<file path="src/rtl/ddr_modeload_pkg.sv">
// Shared encodings for the mode register load sequencer.
// Assumes a command bus reduced to NOP, load-mode and READ.
package ddr_modeload_pkg;

    typedef enum logic [1:0] {
        CMD_NOP  = 2'b00,
        CMD_LMR  = 2'b01,
        CMD_READ = 2'b10
    } cmd_e;

    typedef enum logic [1:0] {
        ST_IDLE   = 2'b00,
        ST_WAIT   = 2'b01,
        ST_SETTLE = 2'b10
    } seq_st_e;

    localparam logic [1:0] BA_BASE = 2'b00;
    localparam logic [1:0] BA_EXT  = 2'b01;

    localparam int EXT_DLL_BIT = 0;
    localparam int EXT_DRV_BIT = 1;
    localparam int DLL_RST_BIT = 8;

endpackage

</file>
<file path="src/rtl/ddr_modeload_vet.sv">
// Legality screen for a configuration request.
// Extended values must keep bits 2 and up at zero; reduced drive (bit 1)
// is allowed only when REDUCED_OK is set. Base values are always legal.
module ddr_modeload_vet #(
    parameter int AW         = 13,
    parameter bit REDUCED_OK = 1'b0
) (
    input  logic          is_ext,
    input  logic [AW-1:0] value,
    output logic          legal
);
    import ddr_modeload_pkg::*;

    logic rsv_set;
    logic drv_bad;

    // Decide whether the requested value may be programmed.
    always_comb begin
        rsv_set = |value[AW-1:EXT_DRV_BIT+1];
        drv_bad = value[EXT_DRV_BIT] && !REDUCED_OK;
        legal   = !is_ext || !(rsv_set || drv_bad);
    end

endmodule

</file>
<file path="src/rtl/ddr_modeload_lock.sv">
// DLL lock tracker. A start event (DLL enable or self-refresh exit)
// reloads a countdown of LOCK_CYC; ready rises when it reaches zero.
// A stop event (DLL disable) wins over a start in the same cycle.
module ddr_modeload_lock #(
    parameter int LOCK_CYC = 200
) (
    input  logic clk,
    input  logic rst_n,
    input  logic start,
    input  logic stop,
    output logic ready
);
    localparam int CW = $clog2(LOCK_CYC + 1);

    logic          dll_on;
    logic [CW-1:0] cnt;

    // Track DLL state and count down the lock window.
    always_ff @(posedge clk) begin
        if (!rst_n) begin
            dll_on <= 1'b0;
            cnt    <= '0;
        end else if (stop) begin
            dll_on <= 1'b0;
            cnt    <= '0;
        end else if (start) begin
            dll_on <= 1'b1;
            cnt    <= CW'(LOCK_CYC);
        end else if (cnt != '0) begin
            cnt    <= cnt - CW'(1);
        end
    end

    // Reads are allowed once the DLL is on and the window has run out.
    always_comb ready = dll_on && (cnt == '0);

endmodule

</file>
<file path="src/rtl/ddr_modeload_rdhold.sv">
// Holding counter for read requests. Requests are all alike, so a count
// preserves order; one grant removes one request. Assumes the host keeps
// no more than DEPTH requests outstanding; extra requests are not counted.
module ddr_modeload_rdhold #(
    parameter int DEPTH = 8
) (
    input  logic clk,
    input  logic rst_n,
    input  logic req,
    input  logic grant,
    output logic pending
);
    localparam int CW = $clog2(DEPTH + 1);

    logic [CW-1:0] cnt;
    logic          full;

    always_comb full = (cnt == CW'(DEPTH));

    // Add incoming requests and remove granted ones.
    always_ff @(posedge clk) begin
        if (!rst_n) begin
            cnt <= '0;
        end else begin
            case ({req && (!full || grant), grant})
                2'b10:   cnt <= cnt + CW'(1);
                2'b01:   cnt <= cnt - CW'(1);
                default: cnt <= cnt;
            endcase
        end
    end

    always_comb pending = (cnt != '0);

endmodule

</file>
<file path="src/rtl/ddr_modeload_seq.sv">
// Mode register load sequencer (top).
// Takes one configuration request at a time while idle, waits for
// banks idle and no burst, drives the load, then settles for SETTLE_CYC
// NOP cycles. A DLL-enabling extended load is followed automatically by
// a base load of the shadowed value with the DLL-reset bit set. Held
// reads are issued only while idle and after the DLL has locked.
// Assumes SETTLE_CYC >= 1 and LOCK_CYC >= 1.
module ddr_modeload_seq #(
    parameter int          AW         = 13,
    parameter int          SETTLE_CYC = 2,
    parameter int          LOCK_CYC   = 200,
    parameter int          RD_DEPTH   = 8,
    parameter bit          REDUCED_OK = 1'b0,
    parameter logic [12:0] BASE_RST   = 13'h000
) (
    input  logic          clk,
    input  logic          rst_n,
    input  logic          cfg_valid,
    input  logic          cfg_ext,
    input  logic [AW-1:0] cfg_value,
    input  logic          banks_idle,
    input  logic          burst_active,
    input  logic          rd_req,
    input  logic          sr_exit,
    output logic [1:0]    cmd_o,
    output logic [1:0]    ba_o,
    output logic [AW-1:0] addr_o,
    output logic          busy_o,
    output logic          rd_ok_o,
    output logic          err_o
);
    import ddr_modeload_pkg::*;

    localparam int            SW       = $clog2(SETTLE_CYC + 1);
    localparam logic [AW-1:0] RST_MASK = {{(AW-1){1'b0}}, 1'b1} << DLL_RST_BIT;

    seq_st_e       st;
    cmd_e          cmd_q;
    logic [1:0]    ba_q;
    logic [AW-1:0] addr_q;
    logic          err_q;
    logic          pend_ext;
    logic [AW-1:0] pend_val;
    logic [AW-1:0] shadow;
    logic          chain;
    logic [SW-1:0] settle_cnt;

    logic cfg_legal;
    logic issue_lmr;
    logic dll_start;
    logic dll_stop;
    logic rd_ready;
    logic rd_pending;
    logic rd_go;

    ddr_modeload_vet #(
        .AW         (AW),
        .REDUCED_OK (REDUCED_OK)
    ) vet_i (
        .is_ext (cfg_ext),
        .value  (cfg_value),
        .legal  (cfg_legal)
    );

    // Decide the events of this cycle: load issue, DLL changes, read grant.
    always_comb begin
        issue_lmr = (st == ST_WAIT) && banks_idle && !burst_active;
        dll_start = (issue_lmr && pend_ext && !pend_val[EXT_DLL_BIT]) || sr_exit;
        dll_stop  = issue_lmr && pend_ext && pend_val[EXT_DLL_BIT];
        rd_go     = (st == ST_IDLE) && rd_ready && rd_pending;
    end

    ddr_modeload_lock #(
        .LOCK_CYC (LOCK_CYC)
    ) lock_i (
        .clk   (clk),
        .rst_n (rst_n),
        .start (dll_start),
        .stop  (dll_stop),
        .ready (rd_ready)
    );

    ddr_modeload_rdhold #(
        .DEPTH (RD_DEPTH)
    ) rdhold_i (
        .clk     (clk),
        .rst_n   (rst_n),
        .req     (rd_req),
        .grant   (rd_go),
        .pending (rd_pending)
    );

    // Sequence requests, drive the command bus and keep the base shadow.
    always_ff @(posedge clk) begin
        if (!rst_n) begin
            st         <= ST_IDLE;
            cmd_q      <= CMD_NOP;
            ba_q       <= '0;
            addr_q     <= '0;
            err_q      <= 1'b0;
            pend_ext   <= 1'b0;
            pend_val   <= '0;
            shadow     <= AW'(BASE_RST);
            chain      <= 1'b0;
            settle_cnt <= '0;
        end else begin
            cmd_q  <= rd_go ? CMD_READ : CMD_NOP;
            ba_q   <= '0;
            addr_q <= '0;
            err_q  <= 1'b0;
            case (st)
                ST_IDLE: begin
                    if (cfg_valid) begin
                        if (cfg_legal) begin
                            pend_ext <= cfg_ext;
                            pend_val <= cfg_value;
                            st       <= ST_WAIT;
                        end else begin
                            err_q <= 1'b1;
                        end
                    end
                end
                ST_WAIT: begin
                    if (issue_lmr) begin
                        cmd_q      <= CMD_LMR;
                        ba_q       <= pend_ext ? BA_EXT : BA_BASE;
                        addr_q     <= pend_val;
                        settle_cnt <= SW'(SETTLE_CYC);
                        st         <= ST_SETTLE;
                        if (pend_ext) begin
                            chain <= !pend_val[EXT_DLL_BIT];
                        end else begin
                            shadow <= pend_val;
                            chain  <= 1'b0;
                        end
                    end
                end
                ST_SETTLE: begin
                    settle_cnt <= settle_cnt - SW'(1);
                    if (settle_cnt == SW'(1)) begin
                        if (chain) begin
                            pend_ext <= 1'b0;
                            pend_val <= shadow | RST_MASK;
                            chain    <= 1'b0;
                            st       <= ST_WAIT;
                        end else begin
                            st <= ST_IDLE;
                        end
                    end
                end
                default: st <= ST_IDLE;
            endcase
        end
    end

    // Present registered state on the ports.
    always_comb begin
        cmd_o   = cmd_q;
        ba_o    = ba_q;
        addr_o  = addr_q;
        err_o   = err_q;
        busy_o  = (st != ST_IDLE);
        rd_ok_o = rd_ready;
    end

endmodule

</file>
<file path="config.mk">
export PLATFORM = sky130hd
export DESIGN_NAME = ddr_modeload_seq
export DESIGN_NICKNAME = d
export VERILOG_FILES = /design/src/rtl/ddr_modeload_pkg.sv /design/src/rtl/ddr_modeload_vet.sv /design/src/rtl/ddr_modeload_lock.sv /design/src/rtl/ddr_modeload_rdhold.sv /design/src/rtl/ddr_modeload_seq.sv
export SDC_FILE = /design/constraint.sdc
export NUM_CORES = 1
export LEC_CHECK = 0
export ABC_AREA = 1
export ABC_CLOCK_PERIOD_IN_PS = 1900
export BUFFER_PORTS_ARGS = -buffer_cell sky130_fd_sc_hd__buf_2
export CAP_MARGIN = 20
export CORE_AREA = 4 4 79 81
export DETAILED_ROUTE_END_ITERATION = 7
export DIE_AREA = 0 0 83 85
export GPL_TIMING_DRIVEN = 0
export PLACE_DENSITY_LB_ADDON = 0.2
export RECOVER_POWER = 100
export SYNTH_ARGS = -nofsm -noshare
export SYNTH_HDL_FRONTEND = slang
export SYNTH_SLANG_ARGS = --single-unit
</file>
<file path="constraint.sdc">
create_clock -name clk -period 1.9 [get_ports clk]
set_input_delay 0.285 -clock clk [delete_from_list [all_inputs] [get_ports clk]]
set_output_delay 0.285 -clock clk [all_outputs]
set_load 0.005 [all_outputs]
</file>
## Word-level counts from Yosys, hierarchy flattened

Index checks and enable logic that the tools add are counted.
W data, S select, Z words.

| cells by class | value |
|---|---|
| add/sub/neg operators | 4 |
| eq/ne operators | 11 |
| muxes and demuxes | 29 |
| bitwise operators | 2 |
| reduce and logical (&&, ||, !) cells | 37 |

Operator list:

| kind | number |
|---|---|
| $mux W13 | 4 |
| $pmux W13 S2 | 1 |
| $mux W8 | 2 |
| $mux W2 | 7 |
| $reduce_and A3 Y1 | 4 |
| $reduce_or A11 Y1 | 1 |
| $mux W1 | 10 |
| $ne A2 B2 Y1 const B | 5 |
| $reduce_bool A2 Y1 | 5 |
| $logic_and A1 B1 Y1 | 9 |
| $logic_not A8 Y1 | 1 |
| $pmux W4 S2 | 1 |
| $reduce_bool A8 Y1 | 1 |
| $sub A8 B1 Y8 const B | 1 |
| $eq A2 B1 Y1 const B | 3 |
| $pmux W2 S3 | 1 |
| $logic_not A1 Y1 | 5 |
| $reduce_and A5 Y1 | 1 |
| $add A4 B1 Y4 const B | 1 |
| $eq A2 B2 Y1 const B | 2 |
| $eq A4 B4 Y1 const B | 1 |
| $logic_or A1 B1 Y1 | 4 |
| $pmux W1 S2 | 2 |
| $pmux W2 S2 | 1 |
| other kinds (9) | 10 |

| word-level totals | value |
|---|---|
| flip-flop bits (word level) | 63 |
| input bits | 21 |
| output and inout bits | 20 |
| word-level logic and storage cells | 97 |

## Depth between registers and ports, before layout

Gate-level depths: netlist of run 1.

| logic depth | value |
|---|---|
| word-level depth | 8 |
| gate-level depth with buffers | 15 |
| mapped depth without buffers | 15 |

## By module

Synthesis of run 1 repeated with hierarchy kept, for this count alone.

| second synthesis, totals | value |
|---|---|
| cells, all modules | 395 |
| area total of the unflattened synthesis | 2761.4 sq um |

Modules (own cells, without submodules):

| module | instances | cells each | area an instance (sq um) | sequential area each (sq um) |
|---|---|---|---|---|
| ddr_modeload_seq | 1 | 271 | 1929.4 | 960.9 |
| ddr_modeload_lock | 1 | 70 | 501.7 | 180.2 |
| ddr_modeload_rdhold | 1 | 42 | 282.8 | 80.1 |
| ddr_modeload_vet | 1 | 12 | 47.5 | 0.0 |

## Least setup slack after synthesis of run 1

OpenSTA, ideal clock, no wires.

| path | value |
|---|---|
| path kind | reg-to-reg |
| start point | reg lock_i.cnt[0] |
| end point | reg rdhold_i.cnt[3] |
| setup time | 115 ps |
| arrival | 1824 ps |
| required time | 1785 ps |
| setup slack | -39 ps |
| cell stages (with the launch flop) | 16 |
| buffers on the path | 0 |
| path through | dfxtp_1 > inv_1 > ha_1 > nand2_1 > nor2_4 > nand4_2 > inv_1 > ha_1 > nand2_1 > nand2_1 > a31oi_1 > inv_1 > nand2_1 > nand3_1 > nand2_1 > nor2_1 |

| on the way | value |
|---|---|
| cells in the longest elaborated chain, start to end | 8 |

Ends and longest elaborated chain:

| what | RTL line | text |
|---|---|---|
| start: declaration | ddr_modeload_lock.sv:16 | `logic [CW-1:0] cnt;` |
| start signal: assignment | ddr_modeload_lock.sv:28 | `cnt <= CW'(LOCK_CYC);` |
| start signal: assignment | ddr_modeload_lock.sv:30 | `cnt <= cnt - CW'(1);` |
| $logic_not A8 Y1 (*) | ddr_modeload_lock.sv:35 | `always_comb ready = dll_on && (cnt == '0);` |
| $logic_and A1 B1 Y1 (*) | ddr_modeload_lock.sv:35 |  |
| $logic_and A1 B1 Y1 (*) (2 in a row) | ddr_modeload_seq.sv:70 | `rd_go = (st == ST_IDLE) && rd_ready && rd_pending;` |
| $logic_or A1 B1 Y1 | ddr_modeload_rdhold.sv:25 | `case ({req && (!full \|\| grant), grant})` |
| $logic_and A1 B1 Y1 | ddr_modeload_rdhold.sv:25 |  |
| $eq A2 B1 Y1 or $eq A2 B2 Y1 (tied branches) | ddr_modeload_rdhold.sv:25 |  |
| $pmux W4 S2 or $reduce_bool A2 Y1 (tied branches) | -- |  |
| end signal: assignment | ddr_modeload_rdhold.sv:26 | `2'b10: cnt <= cnt + CW'(1);` |
| end signal: assignment | ddr_modeload_rdhold.sv:27 | `2'b01: cnt <= cnt - CW'(1);` |
| end signal: assignment | ddr_modeload_rdhold.sv:28 | `default: cnt <= cnt;` |
| end: declaration | ddr_modeload_rdhold.sv:15 | `logic [CW-1:0] cnt;` |

Mark *: on every way between the ends. The rest lies on a longest branch, timed or not.
A chain may end at the register's enable or synchronous reset.

## Final worst setup path of run 1

| path | value |
|---|---|
| start point | reg lock_i.cnt[1] |
| end point | reg rdhold_i.cnt[3] |

The elaborated chain is that of the path after synthesis.

==> summary.md, run 1 <==
In this run switching power makes up 30.5% of total power. The design draws 0.00333 W. For this run, design rule violations remaining after detail routing come to 0.

The maximum achievable frequency was 535 MHz; the TritonCTS sink count was 61. The logs give -0.218 ns for the setup slack after placement and 0 for the count of final setup violators. Summed over all nets, the switching power comes to 0.00101 W. The HPWL after detailed placement is 4.47 mm. In this run the cell area measured after placement is 3040 sq um.

In this run the power density over the cells is 1000 nW/um^2. Across the run, the number of max-cap violations was 0. Counting both buffers and inverters, the worst setup path holds a total of 3. The first global-routing pass estimated 10.3 mm of wire. Sequential cells burn 44.4% of the power. The tools report the total number of yosys warnings as 0.

At the end of the flow the core is filled with cells to 60.7%. The library cell used most frequently in the layout, excluding fill and tap cells, is inv_1. STA puts the critical path data required time at 2.12 ns. For the net count reported at finish, the log shows 469. Subtracting the final worst setup slack from the clock period gives 1.87 ns.

The number of antenna violations at the first check in global routing was 0. The tools report the hold violation total from the final report as 0. The flow ran to the end, and the final reports show no timing, DRC or antenna violations. The internal power is 0.00231 W, and the final antenna-violating net count is 0. The slowest stage of the critical path is the dfxtp_2 cell. The largest total area in the synthesized netlist belongs to dfxtp_1. The tools report the number of buffers created by CTS as 9.

The die covers 7060 sq um. In this run the worst hold path is classified as input port to register. The proportion of power drawn by combinational gates is 21.6%. IR analysis of the VDD net gives a maximum drop of 0.000601 V.

The run gives 3 as the count of H-tree levels built during CTS. 41 I/O pins were placed. The net count after synthesis came out at 414. The tools report the number of global-route vias before repair as 2459. Relative to the synthesized area, the layout overhead comes to 21.1%.

After detailed routing, the average wire length per cell comes to 11.9 um. Global routing used 18.0% of the available tracks across all layers. Counting along the longest clock path gives a buffer depth of 2. Global routing finished with a remaining overflow of 0. The top cell types in the final layout, fill and taps aside, are inv_1, nand2_1, nor2_1.

The routability congestion estimate was 0.804. The nature of the critical path endpoint is a register. 0 antenna diodes ended up in the layout. TritonCTS built the clock tree. The number of instances in the synthesized netlist was 387; the x dimension of the die was 83 um. In the synthesized netlist the async set-or-reset flop fraction comes to 0%. The pin count of the biggest net entering global routing is 11, and the standard cell core area is 5470 sq um. The portion of synthesized cell area occupied by the leading cell type was 44.5%. The overall via count from detail_route is 2495, and the worst setup skew after layout is 0.00800 ns. The later pin in the worst-skew pair is clocked with a latency of 0.33 ns. Setup repair after global routing could not meet its margin everywhere. The post-synthesis sequential element count was 61; the largest fanout on the critical path was 3. The kind of cell adding the most delay to the critical path is simple AND/OR/NAND/NOR gates. After detailed routing, the number of vias per cell comes to 4.81. The worst path meets setup with 0.0326 ns of slack. In this run the cell area of the synthesized design comes to 2750 sq um.

The tools report the number of hold buffers added after CTS as 0. Clock-pin slew was measured on the worst setup and hold paths at 0.07 ns. Fraction of layout instances using a drive strength above 1: 18.8%. The die is 85 um tall.

The final layout contains routed wiring with a total length of 6.16 mm. The clock network is responsible for 34.1% of the overall power. The run gives 0.205 ns as the worst hold slack. Number of optimization iterations in the first detailed-route pass: 4. After the first detailed-routing iteration, the DRC count stood at 120. The kind of start point of the critical path is a register. Leakage power summed over all cells: 1.62 nW. The worst setup path is of the register to register kind. For this run, the leading register cell type out of synthesis is dfxtp_1. Sorting the synthesized cells by area gives the leading types as dfxtp_1, inv_1, nand2_1. After routing the design area is 3320 sq um. The quantity of I/O buffers inserted on ports was 39; the starting density of the core was 50.2%. Counting flops with a built-in enable in the synthesized netlist gives 0. Yosys mapped the design onto 32 distinct sky130hd cell types.

The floorplan has 27 rows. After synthesis, the mean cell area works out to 7.09 sq um. The signal on the critical path passes through inv_2, ha_4, nand2_2, nor2_4, nand4_4, inv_4, ha_4, nand2_1, nand2_1, a31oi_2, inv_1, nand2_2, nand3_1, nand2_1, nor2_1. The dominant cell type by count on the critical path was nand2_1. The final cycle utilization of the critical path is 98.3%, and the final-report max-slew violation count is 0. The register area share after synthesis was 44.5%. The tree is rooted in a clkbuf_8. On the worst path, the slowest cell contributes a delay of 0.33 ns. Data arrives at the worst endpoint at 2.09 ns.
==> cell type report <==
cell class	count	area, sq um
Tap cell	72	90.1
Timing Repair Buffer	44	224
Inverter	81	307
Multi-Input combinational cell	232	1220
Clock inverter	4	47.5
Clock buffer	12	145
Fill cell	566	2150
Buffer	13	65.1
Sequential cell	61	1230
==> path summary, 6_finish.rpt <==
path | endpoint | slack (ns) | startpoint | cells after the start
max | rdhold_i.cnt[3]$_SDFFE_PN0P_ | 0.03 | lock_i.cnt[1]$_SDFFE_PP0P_ | 15
min | err_o$_SDFF_PN0_ | 0.21 | cfg_valid | 3
max reg2reg | rdhold_i.cnt[3]$_SDFFE_PN0P_ | 0.03 | lock_i.cnt[1]$_SDFFE_PP0P_ | 15
min reg2reg | addr_o[8]$_SDFF_PN0_ | 0.44 | pend_val[8]$_SDFFE_PN0P_ | 2
==> metrics by stage <==
stage,setup TNS [ns],std cells
floorplan,0,387
global placement,-0.148,498
detailed placement,-0.234,498
CTS,0,517
global route,-0.131,519
finish,0,519
==> metal layers <==
| metal | track usage [%] | routed length [um] |
|---|---|---|
| met1 | 18.6 | 2510 |
| met2 | 34.6 | 3310 |
| met3 | 4.76 | 235 |
| met4 | 6.69 | 109 |
| met5 | 0 | 0 |
==> repair_timing <==
item / in CTS / in global routing
hold endpoints to repair: 0 / 0
endpoints found under the setup margin: 2 / 4
resized for setup: 7 / 15
buffers inserted: 3 / 2
pin swaps: 2 / 6
==> power by group through the flow <==
stage	combinational [W]	clock, W	sequential, W
floorplan	0.000518	0	0.00148
global placement	0.000649	0	0.00149
detailed placement	0.000668	0	0.00149
CTS	0.000691	0.00115	0.00147
global route	0.000823	0.00122	0.00149
finish	0.000717	0.00113	0.00148
==> registers in the layout, summed over array words and instances, names as in the netlist <==
register	count
st	2
cmd_o	2
ba_o	1
pend_val	13
addr_o	13
lock_i.cnt	8
lock_i.dll_on	1
chain	1
shadow	12
pend_ext	1
settle_cnt	2
err_o	1
rdhold_i.cnt	4
==> tightest hold or removal path: stages <==
cell	delay [ns]
buf_2	0.11
nand2_1	0.06
nor2_1	0.04
==> cells by family (layout without fill, tap and decap cells) <==
family          Yosys count  in the layout  share of synthesized area, %
fa+ha+maj                 6              6                          3.01
other cells               1              1                         0.137
buf+inv                  94            154                          13.5
compound gates           58             58                          11.1
simple gates            162            162                          26.2
flops                    61             61                          44.5
xor+xnor                  5              5                          1.60
==> cell usage after synthesis (4+ instances only) <==
master / number
a21oi_1: 22
buf_2: 6
clkbuf_1: 5
dfxtp_1: 61
ha_1: 5
inv_1: 76
inv_2: 5
nand2_1: 70
nand3_1: 4
nand4_1: 14
nor2_1: 58
nor3_1: 4
o21ai_0: 29
Note: power is estimated with default switching activity, not from simulation.
==> run 2: changes to the inputs <==
Settings changed: CORE_AREA 4 4 79 81 to 4 4 77 79, CTS_BUF_LIST set to sky130_fd_sc_hd__clkbuf_4 sky130_fd_sc_hd__clkbuf_8, DIE_AREA 0 0 83 85 to 0 0 81 83.
==> run 2 against run 1 <==
Register-to-register slack barely moved. Sequential power barely moved. Fmax fell by 0.52%. Critical path depth fell by 1. Non-clock buffer count rose by 2. Final area rose by 2.3%. Worst setup slack got worse by 0.0097 ns. Global-route usage rose by 0.77 points. Core utilization rose by 3.0 points. Via count rose by 0.88%. Critical path type unchanged.
==> summary.md, run 2 (synthesis results as in run 1) <==
The top-level I/O count was 41 (unchanged); the placed wire-length estimate was 4.27 mm (-4.5%). The final-report max-slew violation count was 0 (unchanged); the number of antenna violations at the first check in global routing was 0 (unchanged). The x dimension of the die was 81 um (-2.4%).

The most frequent standard cell in the layout excluding fill and tap cells was inv_1. The buffering stage count on the worst path with inverters included was 2 (-1). The minimum setup slack among reg-to-reg paths was 0.02 ns (about the same); the post-placement cell count was 498 (unchanged).

The worst-skew pair later-pin latency was 0.34 ns (about the same); the routability congestion estimate was 0.800 (-0.52%). The net count reported at finish was 471 (+0.43%); the routed wirelength normalized by instance count was 11.8 um (-0.71%). The logs give 11 (unchanged) for the pin count of the biggest net entering global routing and 2 (unchanged) for the deepest clock path buffer count. The final cycle utilization of the critical path works out to 98.8% (+0.51 points). The tools report the post-detailed-placement cell area as 3040 sq um (unchanged). In the layout the commonest cells are inv_1, nand2_1, nor2_1. The slowest stage of the critical path is the dfxtp_4 cell. For the starting density of the core, the log shows 51.4% (+1.3 points).

The routed via count divided by cell count came out at 4.84 (+0.69%). Traced cell by cell, the critical path runs through nor2_4, nand2_4, nor2_4, nand4_4, inv_2, ha_4, nand2_2, nand2_2, a31oi_4, inv_1, nand2_1, nand3_1, nand2_1, nor2_1. The run finished with clean final reports.

In this run the critical register-to-register path is launched from lock_i.cnt[3]$_SDFFE_PP0P_. TritonCTS built the clock tree. For the number of global-route vias before repair, the log shows 2415 (-1.8%). The count of H-tree levels built during CTS is 3 (unchanged), and the worst setup skew after layout is 0.0116 ns (+0.00363 ns). The overall via count from detail_route was 2517 (+0.88%); the floorplan row count was 27 (unchanged).

For the total routing usage reported by global routing, the log shows 18.8% (+0.77 points). The worst-case vdd ir drop was 0.000549 V (-8.6%). The height of the die came out at 83 um (-2.4%). For the number of maximum-capacitance violations, the log shows 0 (unchanged).

The worst setup path is launched from a register. For the total of fill cells in the finished design, the log shows 498 (-12%). The master cell of the clock root buffer was clkbuf_8. The tools report the aggregate routed wire length as 6.13 mm (-0.52%). The hold violation total from the final report came out at 0 (unchanged). The logs give 0 (unchanged) for the number of hold buffers added after CTS and 0 (unchanged) for the overflow left after global routing. Finished layout cell area: 3400 sq um (+2.3%).

The final antenna diode count came out at 0 (unchanged). STA classifies the critical path endpoint as a register. The TritonCTS sink count is 61 (unchanged), and the number of buffers created by CTS is 9 (unchanged).

The post-detailed-route DRC marker count was 0 (unchanged). The standard cell core area is 5340 sq um (-2.5%). The required time at the endpoint of the critical path was 2.13 ns (about the same); the DRC violation total after the first TritonRoute iteration was 80 (-33%). For the final antenna-violating net count, the log shows 0 (unchanged).

The leakage power summed over all cells was 1.67 nW (+2.8%); the quantity of I/O buffers inserted on ports was 39 (unchanged). The logs give 10.0 mm (-2.4%) for the first-pass GRT wire length and 6720 sq um (-4.7%) for the area of the die. For the count of final setup violators, the log shows 0 (unchanged).

The number of optimization iterations in the first detailed-route pass was 4 (unchanged). The maximum achievable frequency was 533 MHz (-0.52%); the critical path data arrival time was 2.10 ns (about the same). Power density over cell area: 1030 nW/um^2 (+3.1%). The critical path in this run is classified as register to register. The run gives 520 (+0.19%) as the number of standard cells in the layout, taps in and fillers out. The tools report the origin of the worst min-delay path as cfg_valid. The clock-pin slew of the registers on the worst-case setup and hold paths was 0.07 ns (about the same).

The fraction of layout instances using a drive strength above 1 was 21.4% (+2.6 points); the largest fanout on the critical path was 3 (unchanged). Compared with the post-synthesis result, the final layout area differs by 23.9%. The overall power after layout is 0.00351 W (+5.5%).

The path class of the lowest-slack min-delay path is input port to register. Biggest cell delay along the critical path: 0.36 ns (+0.03 ns). In this run the worst setup path begins at lock_i.cnt[3]$_SDFFE_PP0P_. Post-layout minimum cycle time: 1.88 ns (+0.00973 ns). The kind of cell adding the most delay to the critical path was simple AND/OR/NAND/NOR gates. The tools report the worst hold slack as 0.200 ns (-0.00482 ns).
## run 2: cell types whose count changed in the layout (fill, tap and decap cells not counted), moves of 2 or more
cell,before,now
dfxtp_2,5,8
nand2_2,5,3
dfxtp_1,56,52
buf_4,6,8
inv_2,3,6
buf_2,35,37
clkbuf_1,16,11
nand2_4,0,3
inv_1,76,74
## run 2: stage by stage
step | TNS [ns] | utilization, % | worst slack, ns
after floorplan | 0 | - | 0.00869
after global placement | -0.148 | 56.9 | -0.148
after detailed placement | -0.201 | 56.9 | -0.201
after CTS | 0 | 61.9 | 0.0000315
after global routing | -0.109 | 63.7 | -0.0715
final | 0 | 63.7 | 0.0228
## run 2: what timing repair did
item                                    in CTS  in global routing
buffers inserted                             3                  4
pin swaps                                    1                  8
resized for setup                            7                 25
endpoints found under the setup margin       1                  4
## run 2: report_power, final
group / internal (W) / total, W / switching [W]
clock network: 0.000780 / 0.00128 / 0.000502
logic: 0.000291 / 0.000746 / 0.000455
registers: 0.00140 / 0.00148 / 0.0000799
total: 0.00247 / 0.00351 / 0.00104
## run 2: path summary, 6_finish.rpt
check | endpoint | depth (start not counted)
max | rdhold_i.cnt[3]$_SDFFE_PN0P_ | 14
min | err_o$_SDFF_PN0_ | 3
max reg2reg | rdhold_i.cnt[3]$_SDFFE_PN0P_ | 14
min reg2reg | addr_o[8]$_SDFF_PN0_ | 2
## run 2: routing by layer
layer  up-vias  wire [um]  GRT usage (%)
met4         0         93           7.37
met5         -          0              0
li1       1304          -              -
met2        34       3260           33.4
met1      1168       2590           21.2
met3        11        191           4.01
## run 2: worst reg2reg max path, stage by stage, from the launching register on
cell,delay (ns)
dfxtp_4,0.36
nor2_4,0.14
nand2_4,0.08
nor2_4,0.15
nand4_4,0.11
inv_2,0.10
ha_4,0.22
nand2_2,0.07
nand2_2,0.06
a31oi_4,0.16
inv_1,0.05
nand2_1,0.08
nand3_1,0.07
nand2_1,0.07
nor2_1,0.05
## run 2: layout make-up
type | count | area [sq um] | area share (%)
timing repair buffer | 46 | 243 | 7.13
sequential | 61 | 1230 | 36.3
multi-input combinational | 232 | 1250 | 36.7
tap | 72 | 90.1 | 2.65
inverter | 81 | 304 | 8.94
buffer | 13 | 65.1 | 1.91
clock buffer | 11 | 145 | 4.27
clock inverter | 4 | 72.6 | 2.13
==> run 3: changes to the inputs <==
Settings changed: ABC_CLOCK_PERIOD_IN_PS 1900 to 2150, CORE_AREA 4 4 77 79 to 4 4 74 76, DIE_AREA 0 0 81 83 to 0 0 78 80.
Clock period 1.9 ns to 2.15 ns, I/O delays scaled along.
==> run 3 against run 2 <==
Worst setup slack better by 0.12 ns. Sequential cell count stayed put. Count of clock-buffer cells in the layout stayed put. Critical path type unchanged. Critical endpoint unchanged. Largest cell class is now registers.
==> summary.md, run 3 (synthesis results as in run 1) <==
The proportion of total power due to net switching is 29.3% (-0.24 points). For the leakage power summed over all cells, the log shows 1.61 nW (-3.2%). For the number of maximum-capacitance violations, the log shows 0 (unchanged). The most frequent standard cell in the layout excluding fill and tap cells is inv_1.

The switching power is 0.000879 W (-15%), and the biggest cell delay along the critical path is 0.33 ns (-0.03 ns). The routing usage on met3 was 5.64% (+1.6 points). The met2 track demand over resource in global routing is 35.0% (+1.6 points). In this run the worst hold path is classified as input port to register. Walking the worst path, the cells encountered are inv_1, nand2_2, a21oi_1, nand4_4, inv_2, ha_1, nand2_1, nand2_1, a31oi_1, nand2_1, a21oi_1, nor2_1. The run gives 0 (unchanged) as the hold violation total from the final report.

The area of the die came out at 6240 sq um (-7.2%). The pin count of the biggest net entering global routing was 11 (unchanged). The routed wirelength normalized by instance count was 11.7 um (-1.1%). The nature of the critical path endpoint was a register. Routability congestion estimate: 0.841 (+5.1%). The logs give 3 (unchanged) for the count of H-tree levels built during CTS and 2 (unchanged) for the deepest clock path buffer count. For the overflow left after global routing, the log shows 0 (unchanged). The tools report the overall via count from detail_route as 2455 (-2.5%). The sequential cell fraction of total power is 43.1% (+0.9 points), and the worst-skew pair later-pin latency is 0.35 ns (about the same). The tools report the post-layout worst setup margin as 0.140 ns (+0.117 ns). The final antenna diode count is 0 (unchanged), and the count of final setup violators is 0 (unchanged). The internal power came out at 0.00212 W (-14%). The area growth from synthesis to layout is 18.0%. Measured against its own limit, the worst slew margin works out to 65.0%.

Number of buffers created by CTS: 9 (unchanged). TritonCTS built the clock tree. The tools report the worst-case vdd ir drop as 0.000397 V (-28%). The standard cell core area is 4720 sq um (-12%), and the met1 demand-to-capacity share in global routing is 24.2% (+2.9 points). In this design, the critical path's most frequently occurring cell is nand2_1. The power density over cell area is 927 nW/um^2 (-10%). The tools report the reg-to-reg endpoint as rdhold_i.cnt[3]$_SDFFE_PN0P_. The depth of the worst hold-timing path is 3 (unchanged), and the clock network fraction of design power is 37.2% (+0.7 points). In the layout the commonest cells are inv_1, nand2_1, nor2_1, dfxtp_1, buf_2. For the minimum setup slack among reg-to-reg paths, the log shows 0.14 ns (+0.12 ns).

The tools report the worst setup skew after layout as 0.0102 ns (-0.00146 ns). The final antenna-violating net count was 0 (unchanged); the required time at the endpoint of the critical path was 2.40 ns (+0.27 ns). The run gives 10.0 mm (about the same) as the first-pass GRT wire length. The tools report the kind of start point of the critical path as a register. The aggregate routed wire length is 5.97 mm (-2.6%).

Class of the most critical setup path: register to register. The net count reported at finish was 467 (-0.85%); the worst-case reg-to-reg path depth was 12 (-2). The tools report the setup slack after placement as -0.0684 ns (+0.132 ns). Final-report max-slew violation count: 0 (unchanged). The x dimension of the die is 78 um (-3.7%). The critical path data arrival time is 2.26 ns (+0.16 ns). The run gives 25 (-7.4%) as the floorplan row count. The flow ran to the end, and the final reports show no timing, DRC or antenna violations. In this run the most critical hold path is launched from cfg_valid. The worst hold path terminates at err_o$_SDFF_PN0_.

The DRC violation total after the first TritonRoute iteration came out at 133 (+66%). Setup repair after global routing left no endpoint under its margin. The run gives 4.18 mm (-2.2%) as the placed wire-length estimate. The fraction of layout instances using a drive strength above 1 was 14.8% (-6.6 points).

The setup total negative slack came out at 0 ns (unchanged). Number of antenna violations at the first check in global routing: 0 (unchanged). The final cycle utilization of the critical path is 93.5% (-5.3 points). The slew at the pin closest to its max-slew limit works out to 0.524 ns. The largest fanout on the critical path was 5 (+2); the quantity of I/O buffers inserted on ports was 39 (unchanged).

For this design, the slowest cell found on the critical path is dfxtp_1. The top-level I/O count came out at 41 (unchanged). The routed via count divided by cell count came out at 4.79 (-0.94%).

The utilization after layout was 68.6% (+4.8 points); the post-detailed-route DRC marker count was 0 (unchanged). The run gives 4 (unchanged) as the number of optimization iterations in the first detailed-route pass. The root buffer cell chosen for the clock tree is clkbuf_8. The proportion of power drawn by combinational gates is 19.7% (-1.6 points). The maximum achievable frequency was 498 MHz (-6.6%); the number of global-route vias before repair was 2360 (-2.3%). met2 is the most crowded layer. The height of the die is 80 um (-3.6%). The clock-pin slew of the registers on the worst-case setup and hold paths is 0.07 ns (about the same), and the TritonCTS sink count is 61 (unchanged). The starting density of the core is 58.1% (+6.7 points), and the total routing usage reported by global routing is 20.9% (+2.2 points). The post-layout minimum cycle time came out at 2.01 ns (+0.133 ns). In this run the critical register-to-register path is launched from st[0]$_SDFFE_PN0P_.
## run 3: cell types whose count changed in the layout (fill, tap and decap cells not counted), sizes merged
cell / before / now
clkinv: 2 / 4
clkinvlp: 1 / 0
buf: 46 / 37
clkbuf: 24 / 29
## run 3: how the worst max path moves through the flow
stage / slack, ns / startpoint / cells past startpoint / to
finish: 0.14 / st[0]$_SDFFE_PN0P_ / 12 / rdhold_i.cnt[3]$_SDFFE_PN0P_
global route: 0.005 / lock_i.cnt[0]$_SDFFE_PP0P_ / 15 / rdhold_i.cnt[3]$_SDFFE_PN0P_
CTS: 0.04 / lock_i.cnt[0]$_SDFFE_PP0P_ / 15 / rdhold_i.cnt[3]$_SDFFE_PN0P_
detailed placement: -0.07 / lock_i.cnt[0]$_SDFFE_PP0P_ / 15 / rdhold_i.cnt[3]$_SDFFE_PN0P_
global placement: 0.04 / lock_i.cnt[0]$_SDFFE_PP0P_ / 15 / rdhold_i.cnt[3]$_SDFFE_PN0P_
floorplan: 0.21 / lock_i.cnt[0]$_SDFFE_PP0P_ / 15 / rdhold_i.cnt[3]$_SDFFE_PN0P_
## run 3: per-layer routing
metal	share of wire (%)	routed length [um]	up-vias
met1	46	2750	1085
met2	47	2780	56
met5	0	0	-
met3	5.0	296	15
met4	2.4	142	0
li1	-	-	1299
## run 3: timing repair
item,in CTS,in global routing
pin swaps,1,1
hold buffers,0,0
setup buffers,1,2
setup endpoints to repair,1,1
gates resized for setup,0,4
## run 3: cell type report
type / instances / area (sq um)
well taps: 67 / 83.8
plain buffers: 13 / 62.6
fillers: 419 / 1480
clock inverters: 5 / 75.1
multi-input cells: 232 / 1140
flip-flops and latches: 61 / 1220
inverters: 81 / 304
clock buffers: 11 / 139
repair buffers: 42 / 209
## run 3: stage by stage
step	power, W	hold WS [ns]	cell area (sq um)	cells
after CTS	0.00302	0.214	3250	510
after floorplan	0.00176	0.416	2750	387
after global routing	0.00317	0.224	3240	512
after detailed placement	0.00190	0.426	3020	493
after global placement	0.00188	0.424	3020	493
final	0.00300	0.221	3240	512
## run 3: worst max-delay path, delay by kind of cell (launching register included)
kind | cells | cell delay (ns)
and+or+nand+nor | 6 | 0.54
AOI/OAI and AO/OA | 3 | 0.61
buffers and inverters | 2 | 0.17
DFF | 1 | 0.33
adders and majority gates | 1 | 0.26
## run 3: power groups by stage
stage	clock network [W]	registers, W	logic [W]
after floorplan	0	0.00130	0.000454
after global placement	0	0.00131	0.000570
after detailed placement	0	0.00132	0.000581
after CTS	0.00113	0.00129	0.000592
after global routing	0.00118	0.00130	0.000686
final	0.00112	0.00129	0.000591
